**src/rtl/wp_match_unit.sv**
```systemverilog
module wp_match_unit #(
  parameter int NUM_WP = 4,
  parameter int AW     = 32,
  parameter int IW     = (NUM_WP > 1) ? $clog2(NUM_WP) : 1
) (
  input  logic              clk_i,
  input  logic              rst_ni,
  input  logic              cfg_we_i,
  input  logic              cfg_ctrl_i,
  input  logic [IW-1:0]     cfg_idx_i,
  input  logic [AW-1:0]     cfg_data_i,
  input  logic              acc_valid_i,
  input  logic [AW-1:0]     acc_addr_i,
  input  logic [1:0]        acc_size_i,
  input  logic              acc_write_i,
  input  logic              acc_unpriv_i,
  input  logic [1:0]        cur_level_i,
  input  logic              secure_i,
  input  logic              wp_global_en_i,
  input  logic              dbg_allow_i,
  input  logic              big_endian_wi_i,
  input  logic [NUM_WP-1:0] link_match_i,
  output logic              hit_o,
  output logic              hit_wnr_o,
  output logic [AW-1:0]     hit_addr_o
);
  localparam int CW = 22;
  localparam int XW = AW + 1;

  function automatic logic [3:0] first_one(input logic [7:0] b);
    logic [3:0] r;
    r = 4'd8;
    for (int k = 7; k >= 0; k--) if (b[k]) r = 4'(k);
    return r;
  endfunction

  function automatic logic [3:0] run_len(input logic [7:0] b, input logic [3:0] s);
    logic [3:0] n;
    logic       stop;
    n = '0;
    stop = 1'b0;
    for (int k = 0; k < 8; k++) begin
      if (k >= int'(s) && !stop) begin
        if (b[k]) n = n + 4'd1;
        else      stop = 1'b1;
      end
    end
    return n;
  endfunction

  logic [AW-1:0] addr_eff;
  logic [XW-1:0] a_lo, a_hi;
  logic [1:0]    lvl_eff;
  logic [NUM_WP-1:0] ent_hit, ent_live;
  logic          fire;

  always_comb begin
    addr_eff = acc_addr_i;
    if (big_endian_wi_i) begin
      if (acc_size_i == 2'd0)      addr_eff = acc_addr_i ^ AW'(3);
      else if (acc_size_i == 2'd1) addr_eff = acc_addr_i ^ AW'(2);
    end
  end

  assign a_lo    = {1'b0, addr_eff};
  assign a_hi    = a_lo + (XW'(1) << acc_size_i);
  assign lvl_eff = acc_unpriv_i ? 2'd0 : cur_level_i;

  for (genvar i = 0; i < NUM_WP; i++) begin : g_ent
    logic [AW-1:0] val_q;
    logic [CW-1:0] ctl_q;
    logic [1:0]    priv, lsc, ssc;
    logic [7:0]    bsel, bs;
    logic [4:0]    msk;
    logic          hmc, lnk, win_ok, lvl_ok, sec_ok, dir_ok;
    logic [3:0]    tz, rl;
    logic [XW-1:0] w_lo, w_hi, span;

    always_ff @(posedge clk_i or negedge rst_ni) begin
      if (!rst_ni) begin
        val_q <= '0;
        ctl_q <= '0;
      end else if (cfg_we_i && cfg_idx_i == IW'(i)) begin
        if (cfg_ctrl_i) ctl_q <= cfg_data_i[CW-1:0];
        else            val_q <= {cfg_data_i[AW-1:2], 2'b00};
      end
    end

    assign priv = ctl_q[2:1];
    assign lsc  = ctl_q[4:3];
    assign bsel = ctl_q[12:5];
    assign hmc  = ctl_q[13];
    assign ssc  = ctl_q[15:14];
    assign lnk  = ctl_q[16];
    assign msk  = ctl_q[21:17];

    assign bs = val_q[2] ? {4'b0, bsel[3:0]} : bsel;
    assign tz = first_one(bs);
    assign rl = run_len(bs, tz);

    always_comb begin
      span = XW'(1) << msk;
      if (msk != 5'd0) begin
        win_ok = (msk >= 5'd3);
        w_lo   = {1'b0, val_q} & ~(span - XW'(1));
        w_hi   = w_lo + span;
      end else begin
        win_ok = (bs != 8'd0);
        w_lo   = {1'b0, val_q} + XW'(tz);
        w_hi   = w_lo + XW'(rl);
      end
    end

    always_comb begin
      case (lvl_eff)
        2'd0:    lvl_ok = priv[1];
        2'd1:    lvl_ok = priv[0];
        default: lvl_ok = hmc;
      endcase
    end

    assign sec_ok = (ssc == 2'd0) || ((ssc == 2'd2) ? secure_i : !secure_i);
    assign dir_ok = acc_write_i ? lsc[1] : lsc[0];
    assign ent_live[i] = ctl_q[0] && (lsc != 2'd0);
    assign ent_hit[i]  = ctl_q[0] && win_ok && dir_ok && lvl_ok && sec_ok &&
                         (!lnk || link_match_i[i]) &&
                         (a_lo < w_hi) && (w_lo < a_hi);
  end

  assign fire = acc_valid_i && wp_global_en_i && dbg_allow_i && (|ent_hit);

  always_ff @(posedge clk_i or negedge rst_ni) begin
    if (!rst_ni) begin
      hit_o      <= 1'b0;
      hit_wnr_o  <= 1'b0;
      hit_addr_o <= '0;
    end else begin
      hit_o <= fire;
      if (fire) begin
        hit_wnr_o  <= acc_write_i;
        hit_addr_o <= acc_addr_i;
      end
    end
  end

  assert_idle_no_hit_R12: assert property (@(posedge clk_i) disable iff (!rst_ni)
    !acc_valid_i |=> !hit_o);
  assert_gate_R12: assert property (@(posedge clk_i) disable iff (!rst_ni)
    !(wp_global_en_i && dbg_allow_i) |=> !hit_o);
  assert_wnr_R12: assert property (@(posedge clk_i) disable iff (!rst_ni)
    acc_valid_i ##1 hit_o |-> hit_wnr_o == $past(acc_write_i));
  assert_addr_R12: assert property (@(posedge clk_i) disable iff (!rst_ni)
    acc_valid_i ##1 hit_o |-> hit_addr_o == $past(acc_addr_i));
  assert_no_entry_no_hit_R2: assert property (@(posedge clk_i) disable iff (!rst_ni)
    !(|ent_live) |=> !hit_o);
endmodule

```
**config.mk**
```make
export PLATFORM = sky130hd
export DESIGN_NAME = wp_match_unit
export DESIGN_NICKNAME = d
export VERILOG_FILES = /design/src/rtl/wp_match_unit.sv
export SDC_FILE = /design/constraint.sdc
export NUM_CORES = 2
export LEC_CHECK = 0
export BUFFER_PORTS_ARGS = -buffer_cell sky130_fd_sc_hd__buf_4
export CAP_MARGIN = 15
export CELL_PAD_IN_SITES_DETAIL_PLACEMENT = 1
export CELL_PAD_IN_SITES_GLOBAL_PLACEMENT = 1
export CORE_MARGIN = 3
export CORE_UTILIZATION = 35
export DETAILED_ROUTE_END_ITERATION = 12
export GPL_TIMING_DRIVEN = 0
export MAX_ROUTING_LAYER = met4
export PLACE_DENSITY = 0.6
export SLEW_MARGIN = 10
export SYNTH_ARGS = -nofsm -noshare
export SYNTH_HDL_FRONTEND = slang
export SYNTH_SLANG_ARGS = --single-unit
```
**constraint.sdc**
```tcl
create_clock -name clk_i -period 18.93 [get_ports clk_i]
set_input_delay 1.893 -clock clk_i [delete_from_list [all_inputs] [get_ports clk_i]]
set_output_delay 1.893 -clock clk_i [all_outputs]
set_load 0.005 [all_outputs]
```
* Word level (Yosys, flattened, before mapping)
Cells that the tools add are included.
Cells by class: eq/ne operators 9, bitwise gates (word level) 11, $lt $le $gt $ge 44, reduce and logical (&&, ||, !) cells 128, add/sub/neg operators 45, mux-type cells 184, shift-type cells 5
Operators by type and width (number):
- 4-bit two-way mux | 88
- 33-bit two-way mux | 8
- 32-bit by 4-bit adder with 33-bit output | 4
- 33-bit adder | 4
- 33-bit by 4-bit adder with 33-bit output | 4
- 32-bit by 33-bit bitwise AND with 33-bit output | 4
- 32-bit by 33-bit < comparator with 1-bit output | 4
- 33-bit < comparator | 4
- 33-bit NOT | 4
- 1-bit by 5-bit left shift with 33-bit output, first input constant | 4
- 33-bit by 1-bit subtractor with 33-bit output, second input constant | 4
- 4-bit by 1-bit adder with 4-bit output, second input constant | 28
- 1-bit two-way mux | 76
- 3-bit by 4-bit greater-or-equal comparator with 1-bit output, first input constant | 16
- 1-bit logical AND | 63
- 32-bit by 33-bit adder with 33-bit output | 1
- 1-bit logical NOT | 33
- 1-bit by 2-bit left shift with 33-bit output, first input constant | 1
- 1-bit by 4-bit greater-or-equal comparator with 1-bit output, first input constant | 8
- 2-bit by 4-bit greater-or-equal comparator with 1-bit output, first input constant | 8
- 8-bit two-way mux | 4
- 8-bit nonzero test | 4
- 5-bit by 2-bit greater-or-equal comparator with 1-bit output, second input constant | 4
- 5-bit nonzero test | 4
- 10 further kinds | 44
Storage, ports and cells: register bits 242, output and inout port bits 34, logic and storage cells 437

* Longest topological paths before layout
depth in word-level cells 39, depth in mapped cells 43

* Worst setup path after synthesis
Ideal clock, no wire load.
path type register to register, start point register g_ent[3].ctl_q[5], end point register hit_addr_o[10], stages on the path, launching flop included 40, arrival 9229 ps, period minus slack after synthesis 9354 ps, path slack 9576 ps, buffers on the path 3, path through dfrtp_1 > clkbuf_1 > clkbuf_1 > ha_1 > nor2b_1 > ha_1 > a32o_1 > ha_1 > mux2_2 > ha_1 > mux2i_1 > xor2_1 > ha_1 > mux2_2 > ha_1 > mux2_2 > ha_1 > a21o_1 > (+4 left out) > or4b_2 > nor3_1 > o21ai_0 > xnor2_1 > a21oi_1 > o311a_1 > ha_1 > and3_1 > nand3_1 > nor4_1 > nand2_1 > a32o_1 > or4_2 > o22ai_1 > o221ai_2 > nor3b_2 > buf_6 > mux2_4
On the way: word-level cells in the longest chain between the ends 32, elaborated cells on any way between the ends 78, classes of those cells add/sub: 9; order compare: 10; mux: 35; reduce/logical: 24
Ends and longest elaborated chain:
- from (decl) | line 71 | logic [CW-1:0] ctl_q;
- from (signal assigned) | line 84 | if (cfg_ctrl_i) ctl_q <= cfg_data_i[CW-1:0];
- 8-bit two-way mux * | line 97 | assign bs = val_q[2] ? {4'b0, bsel[3:0]} : bsel;
- 4-bit two-way mux | line 33 | for (int k = 7; k >= 0; k--) if (b[k]) r = 4'(k);
- 1-bit by 4-bit greater-or-equal comparator with 1-bit output | line 43 | if (k >= int'(s) && !stop) begin
- 1-bit two-way mux | line 43
- 4-bit by 1-bit adder with 4-bit output or 1-bit logical NOT (tied branches) | line 44, 43
- 4-bit two-way mux or 1-bit logical AND (tied branches) | line 44, 43
- 4-bit two-way mux or 1-bit two-way mux (tied branches) | line 43
- 4-bit by 1-bit adder with 4-bit output or 1-bit logical NOT (tied branches) | line 44, 43
- (+16 left out)
- 4-bit two-way mux | line 43
- 33-bit by 4-bit adder with 33-bit output | line 110 | w_hi = w_lo + XW'(rl);
- 33-bit two-way mux | line 103 | if (msk != 5'd0) begin
- 32-bit by 33-bit < comparator with 1-bit output | line 127 | (a_lo < w_hi) && (w_lo < a_hi);
- 1-bit logical AND | line 126 | (!lnk || link_match_i[i]) &&
- 1-bit logical AND * | line 127
- 4-bit OR reduction * | line 130 | assign fire = acc_valid_i && wp_global_en_i && dbg_allow_i && (|ent_hit);
- 1-bit logical AND * | line 130
- to (signal assigned) | line 141 | hit_addr_o <= acc_addr_i;
- to (decl) | line 25 | output logic [AW-1:0] hit_addr_o
Every way passes the cells marked *; elsewhere a longest branch is shown, timed or not. A chain may end at the register's enable or synchronous reset.

* Worst setup path after layout
start point register g_ent[2].ctl_q[5], end point register hit_addr_o[6]
On the way: word-level cells in the longest chain between the ends 32, elaborated cells on any way between the ends 78, classes of those cells add/sub: 9; order compare: 10; mux: 35; reduce/logical: 24
Ends and longest elaborated chain (line):
- from (decl) | 71
- from (signal assigned) | 84
- 8-bit two-way mux * | 97
- 4-bit two-way mux | 33
- 1-bit by 4-bit greater-or-equal comparator with 1-bit output | 43
- 1-bit two-way mux | 43
- 4-bit by 1-bit adder with 4-bit output or 1-bit logical NOT (tied branches) | 44, 43
- 4-bit two-way mux or 1-bit logical AND (tied branches) | 44, 43
- 4-bit two-way mux or 1-bit two-way mux (tied branches) | 43
- 4-bit by 1-bit adder with 4-bit output or 1-bit logical NOT (tied branches) | 44, 43
- (+16 left out)
- 4-bit two-way mux | 43
- 33-bit by 4-bit adder with 33-bit output | 110
- 33-bit two-way mux | 103
- 32-bit by 33-bit < comparator with 1-bit output | 127
- 1-bit logical AND | 126
- 1-bit logical AND * | 127
- 4-bit OR reduction * | 130
- 1-bit logical AND * | 130
Marks and branches as above.

==> flow_summary.yaml <==
sta:
  min_period_over_period: 0.620
  final_hold_viol_count: 0
  clock_skew_ns: 0.0311
  worstMarginPinSlew_ns: 1.33
  rsz0062_at_grt: "no"
  tns_ns: 0
  slew_violations: 0
  setup_violations: 0
  fmax_mhz: 85.3
  final.min_clock_period_ns: 11.73
  slew-limit-headroom: 0.113
clock_network:
  cts_htree_levels: 2
  numCtsBuffers: 34
  postCtsSetupBuffers: 0
  cts_tree: "built"
  cts.path.max_buffers: 3
  insertion_delay_ns: 0.61
  cts-resized-gates: 0
  cts-root-buf: "clkbuf_16"
  clock-sinks: 242
  path_clk_slew_ns: 0.06
  cts_hold_buf: 0
placement:
  hpwl_um: 137000
  dp_cells: 5941
  gp_congestion: 0.986
  io_buffer_count: 113
power:
  internal_power_uw: 1940
  leakage_uw: 0.0165
  ir_worst_vdd_mv: 0.0493
  comb_power_share: 0.620
  p_seq_frac: 0.198
  p_switching_uw: 1920
  p_clk_frac: 0.182
  swShare: 0.497
  powerDensity_nw_per_um2: 99.2
setup_path:
  crit_buf_inv: 5
  worstPathArrival_ns: 12.19
  cp_top_family: "simple AND/OR/NAND/NOR gates"
  crit_type: "register to register"
  slowest_stage: "nor4_1"
  rr_worst_depth: 42
  cp-end-kind: "register"
  cpMostUsedCell: "ha_1"
  max_stage_delay_ns: 1.06
  cp_num_cells: 42
  cp_data_required_time_ns: 19.39
  cp-start-kind: "register"
  path_max_fanout: 10
global_route:
  grt_pass1_vias: 36442
  track_usage: 0.344
  antenna_found_initial: 36
  grt_pass1_wl_um: 255000
  grt-ovfl-total: 0
  grt_max_degree: 93
status:
  status: "complete, no violations"
synth:
  synth_seq_cells: 242
  yosysSeqAreaShare: 0.174
  synth.area.top_cells: "dfrtp_1, ha_1, mux2_2"
  syn_nets: 5019
  synth_area_per_cell_um2: 7.72
  ys.flop_type: "dfrtp_1"
  yosys.area.top_type: "dfrtp_1"
  netlist-cell-type-count: 96
  yosysWarnings: 0
  synth_top_area_share: 0.174
  synthArstFlopShare: 1.00
  postSynthCellCount: 4522
  synth-edff-count: 0
  netlist_area_um2: 34900
flow_run:
  max_cap_viol_count: 0
hold_path:
  hold_path_class: "register to register"
  worstHoldPathCells: 1
routing:
  wl_per_cell_um: 29.5
  wl_um: 178000
  dr.pass1.iters: 5
  ant_nets: 0
  vias: 37022
  vias_per_cell: 6.15
  drt_iter0_drc: 3739
  drc: 0
die:
  die_y_um: 322
  start_util: 0.354
  ios: 119
  die_x_um: 322
  core_um2: 98700
  num_rows: 115
  die_area_um2: 104000
cells_and_area:
  area_growth_pct: 11.4
  drive_gt1_frac: 0.109
  nets: 5187
  final_cells: 6021
## routing by layer
| layer | global-route usage | part of all wire | vias up |
|---|---|---|---|
| met3 | 0.0634 | 0.075 | 303 |
| met4 | 0.145 | 0.044 | 0 |
| met1 | 0.450 | 0.44 | 18501 |
| met2 | 0.520 | 0.44 | 1393 |
| met5 | - | 0 | - |
| li1 | - | - | 16825 |
## area by class of cell
cell class	instances	area, um^2
fillers	12223	59800
multi-input cells	3931	27500
flip-flops and latches	242	6060
well taps	1287	1610
repair buffers	132	1070
clock buffers	45	993
plain buffers	235	980
inverters	114	428
clock inverters	15	164
diodes	20	50.0
## logic make-up (layout without fill, tap and decap cells)
family                   count (synthesis)  after routing  share of synthesized area
AND/OR/NAND/NOR                       1728           1728                      0.248
flip-flops                             242            242                      0.174
XOR/XNOR                               396            396                     0.0994
AO/OA/AOI/OAI                         1131           1131                      0.202
other                                    0             20                          0
buffers and inverters                  349            541                     0.0403
multiplexers                           264            264                     0.0876
adder cells (fa/ha/maj)                412            412                      0.150
## layout by cell type (no fill, tap or decap), types with 114 or more instances in the layout
| cell type | count |
|---|---|
| ha_1 | 403 |
| o21ai_0 | 335 |
| a21o_1 | 127 |
| inv_1 | 114 |
| buf_4 | 119 |
| mux2_2 | 211 |
| clkbuf_1 | 192 |
| nor3_1 | 121 |
| a21oi_1 | 315 |
| nand2_1 | 463 |
| nand3_1 | 131 |
| xor2_1 | 148 |
| xnor2_1 | 239 |
| nor2_1 | 407 |
| dfrtp_1 | 242 |
## sequential cells by signal, summed over array words and instances, names as in the netlist
register	count
g_ent.val_q	120
g_ent.ctl_q	88
hit_addr_o	32
hit_o	1
hit_wnr_o	1
## final timing paths
kind,start,end,slack (ns)
max,g_ent[2].ctl_q[5]$_DFFE_PN0P_,hit_addr_o[6]$_DFFE_PN0P_,7.20
min,g_ent[2].ctl_q[2]$_DFFE_PN0P_,g_ent[2].ctl_q[2]$_DFFE_PN0P_,0.50
max reg2reg,g_ent[2].ctl_q[5]$_DFFE_PN0P_,hit_addr_o[6]$_DFFE_PN0P_,7.20
min reg2reg,g_ent[2].ctl_q[2]$_DFFE_PN0P_,g_ent[2].ctl_q[2]$_DFFE_PN0P_,0.50
max in group asynchronous,rst_ni,g_ent[1].val_q[8]$_DFFE_PN0P_,16.65
min in group asynchronous,rst_ni,g_ent[3].val_q[9]$_DFFE_PN0P_,1.30
## power by group through the flow
stage | Clock (uW) | Sequential (uW) | Combinational (uW)
2_1_floorplan | 0 | 722 | 1580
3_3_place_gp | 0 | 763 | 2290
3_5_place_dp | 0 | 767 | 2350
4_1_cts | 717 | 759 | 2360
5_1_grt | 733 | 778 | 2620
6_report | 703 | 763 | 2390
## stage by stage
step	hold WS (ns)	area [um^2]	setup slack, ns	util	total power [uW]
global placement	0.478	37400	7.46	0.378	3060
finish	0.501	38900	7.20	0.394	3860
global route	0.511	38900	6.83	0.394	4130
floorplan	0.471	34900	9.58	-	2300
detailed placement	0.490	37700	7.56	0.382	3120
CTS	0.503	38800	7.50	0.393	3840
## synth_stat cells (all sizes together) (15+ instances only)
cell type and number:
nor3b 35, nand2 464, nor2b 85, a21oi 315
mux2i 23, and3 65, and2 58, and4 19
inv 114, xor2 154, o31ai 22, a31oi 42
ha 403, nand4 112, o21a 40, a21o 127
nand3b 17, nor4 45, xnor2 242, o21ai 335
or2 25, nand2b 49, dfrtp 242, o21bai 17
o211ai 32, buf 39, a21boi 15, mux2 241
and3b 15, nand3 132, a211oi 34, nor2 407
nor3 123, clkbuf 195, or3 23
(Power assumes the default switching activity.)
